[src/rtl/ppa_pkg.sv]
package ppa_pkg;

    localparam int AW         = 32;
    localparam int SW         = 16;
    localparam int LW         = SW + 2;
    localparam int ALIGN_BITS = 18;

    localparam logic [AW-1:0] BUF0_OFS = 32'h0001_0000;
    localparam logic [AW-1:0] BUF1_OFS = 32'h0001_2000;

    typedef enum logic [3:0] {
        RA_BASE_B3   = 4'd0,
        RA_BASE_B2   = 4'd1,
        RA_BASE_B1   = 4'd2,
        RA_BASE_B0   = 4'd3,
        RA_SIZE_HI   = 4'd4,
        RA_SIZE_LO   = 4'd5,
        RA_OUT_CTL   = 4'd6,
        RA_DMA_CTL   = 4'd7,
        RA_PHASE_HI  = 4'd8,
        RA_PHASE_MID = 4'd9,
        RA_PHASE_LO  = 4'd10
    } reg_addr_e;

    typedef struct packed {
        logic [AW-1:0] base;
        logic [SW-1:0] size;
        logic [7:0]    out_ctl;
        logic [7:0]    dma_ctl;
    } cfg_t;

    function automatic logic [23:0] phase_word(input logic [LW-1:0] pos);
        return {6'b0, pos[11:0], 6'b0};
    endfunction

endpackage

[src/rtl/ppa_regs.sv]
module ppa_regs
    import ppa_pkg::*;
(
    input  logic          clk,
    input  logic          rst,
    input  logic          we,
    input  logic [3:0]    addr,
    input  logic [7:0]    wdata,
    output logic [7:0]    rdata,
    input  logic [1:0]    drain_set,
    input  logic [LW-1:0] pos,
    output cfg_t          cfg,
    output logic          start,
    output logic [1:0]    start_rate
);

    cfg_t          cfg_q;
    logic [AW-1:0] base_nx;
    logic [SW-1:0] size_nx;
    logic [23:0]   phase;

    assign cfg        = cfg_q;
    assign start      = we && (addr == RA_OUT_CTL) && wdata[0] && !cfg_q.out_ctl[0];
    assign start_rate = wdata[2:1];
    assign phase      = phase_word(pos);

    always_comb begin
        base_nx = cfg_q.base;
        for (int i = 0; i < 4; i++) begin
            if (addr == 4'(i)) base_nx[8*(3-i) +: 8] = wdata;
        end
        base_nx[ALIGN_BITS-1:0] = '0;
        size_nx = cfg_q.size;
        if (addr == RA_SIZE_HI) size_nx[15:8] = wdata;
        if (addr == RA_SIZE_LO) size_nx[7:0]  = wdata;
        size_nx[1:0] = 2'b00;
    end

    always_ff @(posedge clk) begin
        if (rst) begin
            cfg_q <= '0;
        end else begin
            cfg_q.dma_ctl[1:0] <= cfg_q.dma_ctl[1:0] | drain_set;
            if (we) begin
                unique case (addr)
                    RA_BASE_B3, RA_BASE_B2, RA_BASE_B1, RA_BASE_B0: cfg_q.base <= base_nx;
                    RA_SIZE_HI, RA_SIZE_LO: cfg_q.size <= size_nx;
                    RA_OUT_CTL: cfg_q.out_ctl <= wdata;
                    RA_DMA_CTL: cfg_q.dma_ctl <= {wdata[7:2], drain_set};
                    default: ;
                endcase
            end
        end
    end

    always_comb begin
        unique case (addr)
            RA_BASE_B3:   rdata = cfg_q.base[31:24];
            RA_BASE_B2:   rdata = cfg_q.base[23:16];
            RA_BASE_B1:   rdata = cfg_q.base[15:8];
            RA_BASE_B0:   rdata = cfg_q.base[7:0];
            RA_SIZE_HI:   rdata = cfg_q.size[15:8];
            RA_SIZE_LO:   rdata = cfg_q.size[7:0];
            RA_OUT_CTL:   rdata = cfg_q.out_ctl;
            RA_DMA_CTL:   rdata = cfg_q.dma_ctl;
            RA_PHASE_HI:  rdata = phase[23:16];
            RA_PHASE_MID: rdata = phase[15:8];
            RA_PHASE_LO:  rdata = phase[7:0];
            default:      rdata = 8'h00;
        endcase
    end

    // a control write with no drain in flight leaves both flags clear
    a_r9_flags_clear: assert property (@(posedge clk) disable iff (rst)
        (we && addr == RA_DMA_CTL && drain_set == 2'b00) |=> (cfg_q.dma_ctl[1:0] == 2'b00));

    // the stored base stays on a 256 KiB boundary after any write
    a_r1_base_align: assert property (@(posedge clk) disable iff (rst)
        (we && addr <= RA_BASE_B0) |=> (cfg_q.base[ALIGN_BITS-1:0] == '0));

endmodule

[src/rtl/ppa_engine.sv]
module ppa_engine
    import ppa_pkg::*;
#(
    parameter int MAX_W = 8
)(
    input  logic             clk,
    input  logic             rst,
    input  cfg_t             cfg,
    input  logic             start,
    input  logic [1:0]       start_rate,
    input  logic             req,
    input  logic [MAX_W-1:0] req_max,
    output logic             grant,
    output logic             nodata,
    output logic [MAX_W-1:0] len,
    output logic             mreq,
    output logic [AW-1:0]    maddr,
    output logic [1:0]       drain_now,
    output logic [1:0]       drain_evt,
    output logic [LW-1:0]    pos,
    output logic             playing,
    output logic [1:0]       rate
);

    logic [LW-1:0]    pos_q, buf_len_q, rem;
    logic [AW-1:0]    addr0_q, addr1_q, cur_base;
    logic             cur_q, play_q;
    logic [MAX_W-1:0] glen;
    logic             at_end, serve;

    assign pos     = pos_q;
    assign playing = play_q;

    always_comb begin
        rem       = buf_len_q - pos_q;
        glen      = (rem < LW'(req_max)) ? rem[MAX_W-1:0] : req_max;
        cur_base  = cur_q ? addr1_q : addr0_q;
        at_end    = (pos_q + LW'(glen)) == buf_len_q;
        serve     = req && play_q && !start;
        drain_now = (serve && at_end) ? (cur_q ? 2'b10 : 2'b01) : 2'b00;
    end

    always_ff @(posedge clk) begin
        if (rst) begin
            pos_q     <= '0;
            buf_len_q <= '0;
            addr0_q   <= '0;
            addr1_q   <= '0;
            cur_q     <= 1'b0;
            play_q    <= 1'b0;
            rate      <= 2'b00;
            grant     <= 1'b0;
            nodata    <= 1'b0;
            len       <= '0;
            mreq      <= 1'b0;
            maddr     <= '0;
            drain_evt <= 2'b00;
        end else begin
            grant     <= 1'b0;
            nodata    <= 1'b0;
            mreq      <= 1'b0;
            drain_evt <= drain_now;
            if (start) begin
                pos_q     <= '0;
                cur_q     <= 1'b0;
                play_q    <= 1'b1;
                rate      <= start_rate;
                buf_len_q <= {cfg.size, 2'b00};
                addr0_q   <= cfg.base + BUF0_OFS;
                addr1_q   <= cfg.base + BUF1_OFS;
                nodata    <= req;
            end else if (req && !play_q) begin
                nodata <= 1'b1;
            end else if (serve) begin
                grant <= 1'b1;
                len   <= glen;
                mreq  <= (glen != '0);
                maddr <= cur_base + AW'(pos_q);
                if (at_end) begin
                    pos_q <= '0;
                    cur_q <= ~cur_q;
                    if (cur_q && !cfg.out_ctl[0]) play_q <= 1'b0;
                end else begin
                    pos_q <= pos_q + LW'(glen);
                end
            end
        end
    end

    // a grant never exceeds the maximum the codec asked for
    a_r5_len_le_max: assert property (@(posedge clk) disable iff (rst)
        grant |-> (len <= $past(req_max)));

    // the position never passes the end of the buffer
    a_r5_no_cross: assert property (@(posedge clk) disable iff (rst)
        play_q |-> (pos_q <= buf_len_q));

    // at most one buffer drains per response
    a_r6_drain_onehot: assert property (@(posedge clk) disable iff (rst)
        $onehot0(drain_evt));

    // playback only ends on the drain of buffer 1
    a_r7_stop_after_b1: assert property (@(posedge clk) disable iff (rst)
        $fell(play_q) |-> drain_evt[1]);

    // idle requests get a no-data answer and no memory traffic
    a_r10_idle_nodata: assert property (@(posedge clk) disable iff (rst)
        (req && !play_q && !start) |=> (nodata && !mreq && !grant));

    // each answer follows a request sampled one cycle earlier
    a_r11_one_cycle: assert property (@(posedge clk) disable iff (rst)
        (grant || nodata) |-> $past(req));

endmodule

[src/rtl/pingpong_audio_dma.sv]
module pingpong_audio_dma
    import ppa_pkg::*;
#(
    parameter int MAX_W = 8
)(
    input  logic             clk,
    input  logic             rst,
    input  logic [3:0]       reg_addr,
    input  logic             reg_we,
    input  logic [7:0]       reg_wdata,
    output logic [7:0]       reg_rdata,
    input  logic             cdc_req,
    input  logic [MAX_W-1:0] cdc_max,
    output logic             cdc_grant,
    output logic             cdc_nodata,
    output logic [MAX_W-1:0] cdc_len,
    output logic             mem_req,
    output logic [31:0]      mem_addr,
    output logic [MAX_W-1:0] mem_len,
    output logic [1:0]       drain_evt,
    output logic             playing,
    output logic [1:0]       rate_sel
);

    cfg_t          cfg;
    logic          start;
    logic [1:0]    start_rate;
    logic [1:0]    drain_now;
    logic [LW-1:0] pos;

    ppa_regs u_regs (
        .clk        (clk),
        .rst        (rst),
        .we         (reg_we),
        .addr       (reg_addr),
        .wdata      (reg_wdata),
        .rdata      (reg_rdata),
        .drain_set  (drain_now),
        .pos        (pos),
        .cfg        (cfg),
        .start      (start),
        .start_rate (start_rate)
    );

    ppa_engine #(.MAX_W(MAX_W)) u_engine (
        .clk        (clk),
        .rst        (rst),
        .cfg        (cfg),
        .start      (start),
        .start_rate (start_rate),
        .req        (cdc_req),
        .req_max    (cdc_max),
        .grant      (cdc_grant),
        .nodata     (cdc_nodata),
        .len        (cdc_len),
        .mreq       (mem_req),
        .maddr      (mem_addr),
        .drain_now  (drain_now),
        .drain_evt  (drain_evt),
        .pos        (pos),
        .playing    (playing),
        .rate       (rate_sel)
    );

    assign mem_len = cdc_len;

endmodule

[config.mk]
export PLATFORM = sky130hd
export DESIGN_NAME = pingpong_audio_dma
export DESIGN_NICKNAME = d
export VERILOG_FILES = /design/src/rtl/ppa_pkg.sv /design/src/rtl/ppa_regs.sv /design/src/rtl/ppa_engine.sv /design/src/rtl/pingpong_audio_dma.sv
export SDC_FILE = /design/constraint.sdc
export NUM_CORES = 1
export LEC_CHECK = 0
export CORE_MARGIN = 10
export CORE_UTILIZATION = 57
export CTS_CLUSTER_SIZE = 40
export DETAILED_ROUTE_END_ITERATION = 16
export HOLD_SLACK_MARGIN = 0.12
export PLACE_DENSITY = 0.91
export SLEW_MARGIN = 25
export SYNTH_ARGS = -nofsm -noshare
export SYNTH_HDL_FRONTEND = slang
export SYNTH_SLANG_ARGS = --single-unit
[constraint.sdc]
create_clock -name clk -period 8.03 [get_ports clk]
set_clock_uncertainty 0.05 [all_clocks]
set_input_delay 0.803 -clock clk [delete_from_list [all_inputs] [get_ports clk]]
set_output_delay 0.803 -clock clk [all_outputs]
set_load 0.01 [all_outputs]
After elaboration in Yosys (flattened, before gate mapping)

Cells that the tools add are included.
Widths: inputs -> output; s select.

Register bits: 189
Input port bits: 24
Output and inout port bits: 64
Logic and storage cells: 90

Add/sub/neg operators: 5
Magnitude comparators: 1
Eq/ne operators: 12
Muxes and demuxes: 16
Bitwise gates (word level): 5
Reduce and logical (&&, ||, !) cells: 31

Operator list:

| kind                   | count |
|---|---|
| $pmux 8 s9             | 1 |
| $add 32x17->32 const B | 2 |
| $add 32x18->32         | 1 |
| $mux 32                | 1 |
| $add 18x8->18          | 1 |
| $eq 18x18->1           | 1 |
| $lt 18x8->1            | 1 |
| $mux 18                | 1 |
| $reduce_and 3->1       | 6 |
| $sub 18x18->18         | 1 |
| $eq 4x3->1 const B     | 4 |
| $eq 4x4->1 const B     | 3 |
| $eq 4x2->1 const B     | 2 |
| $logic_and 1x1->1      | 8 |
| $mux 1                 | 8 |
| $mux 2                 | 4 |
| $mux 8                 | 1 |
| $reduce_bool 8->1      | 1 |
| $reduce_or 4->1        | 2 |
| $reduce_and 2->1       | 3 |
| $reduce_bool 2->1      | 3 |
| $eq 4x1->1 const B     | 1 |
| $logic_not 4->1        | 1 |
| $not 1->1              | 4 |
| 6 further kinds        | 9 |

Depth between registers and ports, before layout

Gate-level depths: netlist of run 1.

Word-level depth: 11
Depth in mapped cells: 28
Gate-level depth less buffers: 24

Cells and area by module

Synthesis of run 1 repeated with hierarchy kept, for this count alone.

Cells, all modules: 1361
Area total of the unflattened synthesis: 11384.7 µm²

Modules (own cells, without submodules):

| module             | times used | cells each | area each (µm²) | sequential area each (µm²) |
|---|---|---|---|---|
| ppa_engine         | 1          | 1116       | 9024.9          | 2682.6 |
| ppa_regs           | 1          | 237        | 2299.7          | 880.8 |
| pingpong_audio_dma | 1          | 8          | 60.1            | 0.0 |

Worst setup path after synthesis of run 1

No wires, ideal clock.

Path type: reg2reg
Start point: register u_engine.pos_q[5] (netlist: u_engine.pos[5])
End point: register u_engine.cur_q
Setup time: 0.128 ns
Arrival: 6.152 ns
Data required time: 7.852 ns
Slack: 1.700 ns
Cell stages (with the launch flop): 27
Path buffers: 3
Clock period less this slack: 6.330 ns
Cells stage by stage: dfxtp_1 > inv_1 > ha_1 > nor4bb_4 > a2111oi_4 > xnor2_1 > ha_1 > a2111oi_0 > o2111ai_1 > a311oi_1 > nand4b_1 > or4_1 > buf_2 > mux2_4 > ha_1 > inv_1 > fa_1 > nand2b_1 > a21oi_1 > o22a_1 > clkbuf_1 > nand4_1 > a211oi_1 > nand4_1 > clkbuf_1 > o211ai_1 > o31ai_1

Longest elaborated chain between the ends: 6

Ends and longest elaborated chain:

| what                              | RTL line         | RTL |
|---|---|---|
| start, declared                   | ppa_engine.sv:25 | `logic [LW-1:0] pos_q, buf_len_q, rem;` |
| start signal, assigned            | ppa_engine.sv:84 | `pos_q <= pos_q + LW'(glen);` |
| $sub 18x18->18                    | ppa_engine.sv:35 | `rem = buf_len_q - pos_q;` |
| $lt 18x8->1                       | ppa_engine.sv:36 | `glen = (rem < LW'(req_max)) ? rem[MAX_W-1:0] : req_max;` |
| $mux 8                            | ppa_engine.sv:36 |  |
| via u_engine.glen[0]              | ppa_engine.sv:28 | `logic [MAX_W-1:0] glen;` |
| $add 18x8->18                     | ppa_engine.sv:38 | `at_end = (pos_q + LW'(glen)) == buf_len_q;` |
| $eq 18x18->1                      | ppa_engine.sv:38 |  |
| $reduce_and 3->1 (no source line) | n/a              |  |
| end signal, assigned              | ppa_engine.sv:81 | `cur_q <= ~cur_q;` |
| end, declared                     | ppa_engine.sv:27 | `logic cur_q, play_q;` |

The timed path passes the listed nets, and every way through them passes these cells.
A chain may end at the register's enable or synchronous reset.

Worst setup path after layout of run 1

Start point: register u_engine.pos_q[5] (netlist: u_engine.pos[5])
End point: register u_engine.pos_q[16] (netlist: u_engine.pos[16])

Longest elaborated chain between the ends: 6

Ends and longest elaborated chain:

| what                 | RTL line                           | RTL |
|---|---|---|
| $sub 18x18->18 *     | ppa_engine.sv:35                   |  |
| $lt 18x8->1 *        | ppa_engine.sv:36                   |  |
| $mux 8 *             | ppa_engine.sv:36                   |  |
| via u_engine.glen[1] | ppa_engine.sv:28                   |  |
| $add 18x8->18 *      | ppa_engine.sv:38, ppa_engine.sv:84 |  |
| $eq 18x18->1         | ppa_engine.sv:38                   |  |
| $mux 18 *            | ppa_engine.sv:79                   | `if (at_end) begin` |

The timed path passes the listed nets; every way through them passes the cells marked *.

==> metrics.txt, run 1 <==
run status complete, no violations; sequential power share 0.439; number of global-route vias before repair 7486; Yosys top cell by area dfxtp_1; GR Util All Layers 0.243; sequential-to-total area share from yosys stat 0.346; Post-synth EDFFs 0; Cell Area, Placed 8960 µm²; number of DRC violations after detailed routing 0; count of final setup violators 0; Synthesis Warnings 0; Net Switching 0.000452 W; cells traversed along the worst timing path inv_1, ha_1, nor4bb_4, a2111oi_4, xnor2_1, ha_1, a2111oi_0, o2111ai_1, a311oi_1, nand4b_1, nor4_2, mux2i_1, inv_1, ha_1, a21o_1, a21oi_1, xnor2_1, or4b_2, nor4b_1, nand4_1, buf_4, o21ai_0, o31ai_1; VDD IR max 0.141 mV; worst hold path class register to register; setup repair after global routing missed its margin false; post-synth net total 1074; detailed-route wire length per cell 19.3 µm; data arrival time of the worst path 7.43 ns; Pwr Total 0.00166 W; critical path required time 8.27 ns; TritonCTS Buffers 17; leakage power summed over all cells 3.52 nW; remaining global-route overflow 0; Combinational Power Share 0.138; critical path type register to register; layout overhead on the synthesized area 16.9%; number of top-level pins 88; antenna cells 0; Fmax achieved 139 MHz; setup TNS 0 ns; Internal Power 0.00121 W; buffers and inverters on the worst path 3; switching share of power 0.273; wire length of the first global-routing pass 39200 µm; worst rel slew slack 0.343; sinks on the clock net 140; largest net degree at the start of global routing 95; CTS Hold Buffers Added 0; worst-skew pair later-pin latency 0.43 ns; highest net fanout along the worst path 13; shortest clock period the worst path allows after layout 7.19 ns; Port Buffers 87; Final Max Tran Viols 0; HPWL Detailed 17400 µm; maximum cell stage delay along the critical path 0.67 ns; kind of cell adding the most delay to the critical path simple AND/OR/NAND/NOR gates; cell seen most often among critical-path stages ha_1; Post-CTS Resized 0; Die Footprint 19400 µm²; sort of element at the start of the critical path register; Final Routed Wirelength 24100 µm; Vert. Die Dim 139 µm; Net count, final 1114; number of hold violations in the final report 0; kind of end point of the critical path register; post-route ant nets 0; initial antenna violation count 1; final hold slack 0.402 ns; clock transition at the registers of the reported paths 0.06 ns; number of placement rows 43; Via-to-Cell Ratio 6.31; DRC violation total after the first TritonRoute iteration 897; TritonCTS clock tree done; number of detailed-route iterations in the first pass 5; H-tree levels 4; final period utilization 0.896; library cell contributing the largest single delay on the critical path nor4_2; post-route cell area 9470 µm²; area fraction of the dominant cell type after synthesis 0.346; async set-reset flop share out of synthesis 0; root buffer selected by CTS clkbuf_16; leading cell types by total area after synthesis dfxtp_1, nand2_1, a21oi_1; clock group share of total power 0.423; width of the die 139 µm; number of buffers on the longest clock path 2; Floorplan Core Area 13900 µm²; number of instances in the synthesized netlist 1017; Pwr Density 175 nW/µm²; post-synthesis instance area 8110 µm²; layout cell share with drive strength beyond 1 0.0608; count of state elements after synthesis 140; average footprint of a synthesized cell 7.97 µm²; final weighted congestion in routability-driven placement 0.968; initial standard-cell utilization of the core 0.584; number of different library cells in the post-synthesis netlist 81; number of max-cap violations 0; Post-CTS Setup Repair Bufs 0; Primary FF master, synth dfxtp_1; transition time at the pin with the least slew margin 0.983 ns; vias after detailed routing 7887
layout make-up:
cell class	count	area, µm²
flip-flops and latches	140	2800
fillers	1117	4410
repair buffers	96	936
clock inverters	6	38.8
multi-input cells	769	4870
well taps	180	225
inverters	33	124
clock buffers	25	475
cell families (layout without fill, tap and decap cells):
family | Yosys count | in the layout | synth area share
DFF | 140 | 140 | 0.346
xor gates and xnor gates | 47 | 47 | 0.0560
AOI/OAI and AO/OA | 256 | 256 | 0.206
muxes | 39 | 39 | 0.0516
and+or+nand+nor | 394 | 394 | 0.234
buffers and inverters | 108 | 160 | 0.0553
adders and majority gates | 33 | 33 | 0.0519
layer usage:
metal / vias to the layer above / share of wire / track usage
li1: 3712 / - / -
met2: 389 / 0.46 / 0.380
met5: - / 0 / 0
met3: 84 / 0.094 / 0.0684
met4: 0 / 0.045 / 0.118
met1: 3702 / 0.41 / 0.300
layout by cell type, fill, tap and decap left out, types with 7 or more instances in the layout:
cell | synthesis | final
nand2_1 | 163 | 162
nand3_1 | 54 | 54
xor2_1 | 20 | 20
and3_1 | 21 | 20
o31ai_1 | 11 | 11
xnor2_1 | 24 | 24
nor4_1 | 14 | 13
nand4_1 | 7 | 7
mux2_2 | 8 | 8
o21ai_0 | 40 | 40
clkbuf_16 | 0 | 17
o21a_1 | 7 | 7
nor2_1 | 66 | 66
ha_1 | 32 | 32
nand2b_1 | 8 | 8
a21oi_1 | 101 | 101
mux2i_1 | 29 | 29
buf_4 | 8 | 10
or3_1 | 7 | 7
nor3_1 | 12 | 12
a211oi_1 | 22 | 22
inv_1 | 33 | 33
clkdlybuf4s50_1 | 0 | 86
nor2b_1 | 12 | 12
and2_1 | 7 | 7
dfxtp_1 | 140 | 140
worst reg2reg max path, cell delays in order (launching register included):
cell	delay, ns
dfxtp_1	0.43
inv_1	0.08
ha_1	0.37
nor4bb_4	0.20
a2111oi_4	0.54
xnor2_1	0.24
ha_1	0.31
a2111oi_0	0.43
o2111ai_1	0.20
a311oi_1	0.31
nand4b_1	0.21
nor4_2	0.68
mux2i_1	0.43
inv_1	0.10
ha_1	0.31
a21o_1	0.18
a21oi_1	0.16
xnor2_1	0.10
or4b_2	0.67
nor4b_1	0.37
nand4_1	0.22
buf_4	0.25
o21ai_0	0.11
o31ai_1	0.12
registers in the layout, indices dropped and copies added (netlist names):
signal	flops
u_engine.len	8
u_engine.buf_len_q	14
u_engine.playing	1
u_engine.drain_evt	2
u_engine.grant	1
u_engine.addr0_q	1
u_regs.cfg	44
u_engine.nodata	1
u_engine.addr1_q	14
u_engine.rate	2
u_engine.pos	18
u_engine.mreq	1
u_engine.cur_q	1
u_engine.maddr	32
cells in the mapped netlist (14+ instances only):
cell,n
a211oi_1,22
a21oi_1,101
and3_1,21
clkbuf_1,59
dfxtp_1,140
ha_1,32
inv_1,33
mux2i_1,29
nand2_1,163
nand3_1,54
nor2_1,66
nor4_1,14
o21ai_0,40
xnor2_1,24
xor2_1,20
metrics by stage:
step	utilization	instances	worst slack (ns)
floorplan	-	1017	1.70
global placement	0.645	1218	1.30
detailed placement	0.645	1218	0.959
CTS	0.682	1249	0.917
global route	0.682	1249	0.202
finish	0.682	1249	0.836
final timing paths:
check / from / to / slack [ns] / cells after the start
min: u_engine.rate[0] / u_engine.rate[0] / 0.40 / 2
max: u_engine.pos[5] / u_engine.pos[16] / 0.84 / 23
max reg2reg: u_engine.pos[5] / u_engine.pos[16] / 0.84 / 23
min reg2reg: u_engine.rate[0] / u_engine.rate[0] / 0.40 / 2
power groups by stage:
| stage | registers, W | logic, W | clock network (W) |
|---|---|---|---|
| 6_report | 0.000728 | 0.000229 | 0.000700 |
| 3_5_place_dp | 0.000742 | 0.000221 | 0 |
| 2_1_floorplan | 0.000728 | 0.000166 | 0 |
| 3_3_place_gp | 0.000742 | 0.000217 | 0 |
| 4_1_cts | 0.000727 | 0.000223 | 0.000699 |
| 5_1_grt | 0.000729 | 0.000251 | 0.000734 |
No activity file was read; power rests on OpenSTA's default activity.
==> run 2: changes to the inputs <==
CORE_UTILIZATION = 60   (was 57)
CTS_CLUSTER_DIAMETER = 40   (was unset)
CTS_CLUSTER_SIZE = 10   (was 40)
PLACE_DENSITY = 0.93   (was 0.91)
SYNTH_HIERARCHICAL = 1   (was unset)
==> run 2 against run 1 <==
Count of clock-buffer cells in the layout is 6 lower. Critical path depth up 5. First-iteration DRC count rose by 43%. Power grew 20%. Routed wire length increased by 34%. Largest power group unchanged.
==> metrics.txt, run 2 <==
Post-CTS Setup Repair Bufs 0 (unchanged); number of global-route vias before repair 9669 (+29%); VDD IR max 0.162 mV (+15%); HPWL Detailed 22800 µm (+31%); average footprint of a synthesized cell 8.36 µm² (+4.9%); layout overhead on the synthesized area 10.8%; Port Buffers 87 (unchanged); most frequently used cell type in the post-synthesis netlist dfxtp_1; Die Footprint 24900 µm² (+28%); post-place setup slack 0.497 ns (-0.462 ns); Crit Reg-Reg Endpoint u_regs/cfg[1]; terminating pin of the worst hold path u_engine/maddr[4]; final weighted congestion in routability-driven placement 0.942 (-2.7%); switching share of power 0.282 (+0.00969); number of buffers on the longest clock path 2 (unchanged); library cell contributing the largest single delay on the critical path or4b_4; sort of element at the start of the critical path register; critical path required time 8.36 ns (+0.09 ns); hold_sp u_engine/maddr[4]; clock transition at the registers of the reported paths 0.07 ns (about the same); wire length of the first global-routing pass 50900 µm (+30%); run status complete, no violations; antenna cells 0 (unchanged); worst-skew pair later-pin latency 0.45 ns (+0.02 ns); Yosys top cell by area dfxtp_1; Combinational Power Share 0.130 (-0.008); sinks on the clock net 178 (+27%); remaining global-route overflow 0 (unchanged); kind of cell adding the most delay to the critical path simple AND/OR/NAND/NOR gates; sequential-to-total area share from yosys stat 0.313 (-0.0327); r2r setup slk 0.49 ns (-0.34 ns); Post-synth EDFFs 0 (unchanged); Internal Power 0.00143 W (+19%); Net Switching 0.000563 W (+25%); number of hold violations in the final report 0 (unchanged); setup repair after global routing missed its margin false; maximum cell stage delay along the critical path 0.71 ns (+0.04 ns); initial standard-cell utilization of the core 0.609 (+0.0246); buffers and inverters on the worst path 2 (-1); leading cell types by total area after synthesis dfxtp_1, mux2i_1, ha_1; Fmax achieved 133 MHz (-4.6%); detailed-route wire length per cell 20.0 µm (+3.6%); Vert. Die Dim 158 µm (+13%); worst rel slew slack 0.280 (-0.0630); number of instances in the synthesized netlist 1361 (+34%); area fraction of the dominant cell type after synthesis 0.313 (-0.0327); TritonCTS Buffers 17 (unchanged); WHS Path Cells 2 (unchanged); initial antenna violation count 0 (-1); vias after detailed routing 10600 (+34%); root buffer selected by CTS clkbuf_16; highest net fanout along the worst path 21 (+8); count of final setup violators 0 (unchanged); post-synthesis instance area 11400 µm² (+40%); number of max-cap violations 0 (unchanged); TritonCTS clock tree done; ranking of synthesized cells by instance count dfxtp_1, nor2_1, mux2i_1; leakage power summed over all cells 4.71 nW (+34%); critical path type register to register; worst r2r src u_engine/pos[1]; setup TNS 0 ns (unchanged); count of state elements after synthesis 178 (+27%); DRC violation total after the first TritonRoute iteration 1286 (+43%); Pwr Total 0.00199 W (+20%); post-route ant nets 0 (unchanged); dpl cells 1584 (+30%); final period utilization 0.939 (+0.0429); width of the die 158 µm (+13%); most used cells in the layout excluding fill and tap cells dfxtp_1, nor2_1, mux2i_1; layout cell share with drive strength beyond 1 0.0680 (+0.00721); Via-to-Cell Ratio 6.55 (+3.7%); minimum setup slack in the final design 0.491 ns (-0.345 ns); number of detailed-route iterations in the first pass 6 (+1); kind of end point of the critical path register; largest net degree at the start of global routing 85 (-11%); Floorplan Core Area 18700 µm² (+35%); worst hold path class register to register; Synthesis Warnings 6 (+6); Pwr Density 158 nW/µm² (-9.6%); R2R cell count 28 (+22%); number of flip-flops in the largest register 44 (unchanged); Final Max Tran Viols 0 (unchanged); shortest clock period the worst path allows after layout 7.54 ns (+0.345 ns); final cell count without fillers 1616 (+29%); transition time at the pin with the least slew margin 1.07 ns (+0.0916 ns); async set-reset flop share out of synthesis 0 (unchanged); Final Routed Wirelength 32400 µm (+34%); sequential power share 0.461 (+0.022); number of DRC violations after detailed routing 0 (unchanged); data arrival time of the worst path 7.86 ns (+0.43 ns); clock group share of total power 0.409 (-0.014); startpoint of the most critical setup path u_engine/pos[1]; number of placement rows 50 (+16%); Net count, final 1449 (+30%); commonest non-fill, non-tap cell in the layout dfxtp_1; number of different library cells in the post-synthesis netlist 90 (+11%); core utilization of the finished layout 0.674 (-0.00799); H-tree levels 4 (unchanged); GR Util All Layers 0.253 (+0.0107); number of top-level pins 88 (unchanged); Primary FF master, synth dfxtp_1
run 2: per-stage QoR:
stage / hold WS, ns / instance area, µm²
6_report: 0.400 / 12600
5_1_grt: 0.434 / 12600
4_1_cts: 0.403 / 12600
2_1_floorplan: 0.387 / 11500
3_3_place_gp: 0.387 / 12000
3_5_place_dp: 0.395 / 12000
run 2: worst min-delay path, cell delays in order (launching register included):
cell and delay (ns):
dfxtp_1 0.31, nand2_1 0.05, a21oi_1 0.05
run 2: power groups by stage:
stage | Clock, W | Sequential (W) | Combinational (W)
after floorplan | 0 | 0.000928 | 0.000192
after global placement | 0 | 0.000939 | 0.000244
after detailed placement | 0 | 0.000939 | 0.000247
after CTS | 0.000821 | 0.000919 | 0.000249
after global routing | 0.000861 | 0.000921 | 0.000281
final | 0.000816 | 0.000920 | 0.000259
run 2: final cells by class:
cell class / count / area (µm²)
clock inverter: 13 / 121
clock buffer: 19 / 443
fill: 1434 / 6090
timing repair buffer: 96 / 936
sequential: 178 / 3560
multi-input combinational: 1037 / 7110
tap: 234 / 293
inverter: 39 / 146
run 2: worst max-delay path by stage:
stage | endpoint | slack [ns] | depth (start not counted)
after floorplan | u_engine/playing | 1.51 | 28
after global placement | u_regs/cfg[1] | 0.76 | 28
after detailed placement | u_regs/cfg[1] | 0.50 | 28
after CTS | u_regs/cfg[1] | 0.44 | 28
after global routing | u_regs/cfg[0] | 0.04 | 28
final | u_regs/cfg[1] | 0.49 | 28
run 2: cells by family after synthesis:
group / after synthesis / share of synthesized area
buf+inv: 165 / 0.0698
fa+ha+maj: 56 / 0.0629
xor+xnor: 69 / 0.0567
simple gates: 474 / 0.208
flops: 178 / 0.313
mux: 123 / 0.111
other cells: 1 / 0.000329
compound gates: 295 / 0.178
run 2: repair_timing:
action | in CTS | in global routing
endpoints found under the setup margin | 0 | 6
hold buffers | 0 | 0
resized for setup | 0 | 2
run 2: layer usage:
metal | track usage | vias to the layer above | routed length (µm)
met1 | 0.331 | 5023 | 13600
met3 | 0.0502 | 82 | 2850
met2 | 0.406 | 574 | 15100
li1 | - | 4901 | -
met5 | 0 | - | 0
met4 | 0.0922 | 0 | 886
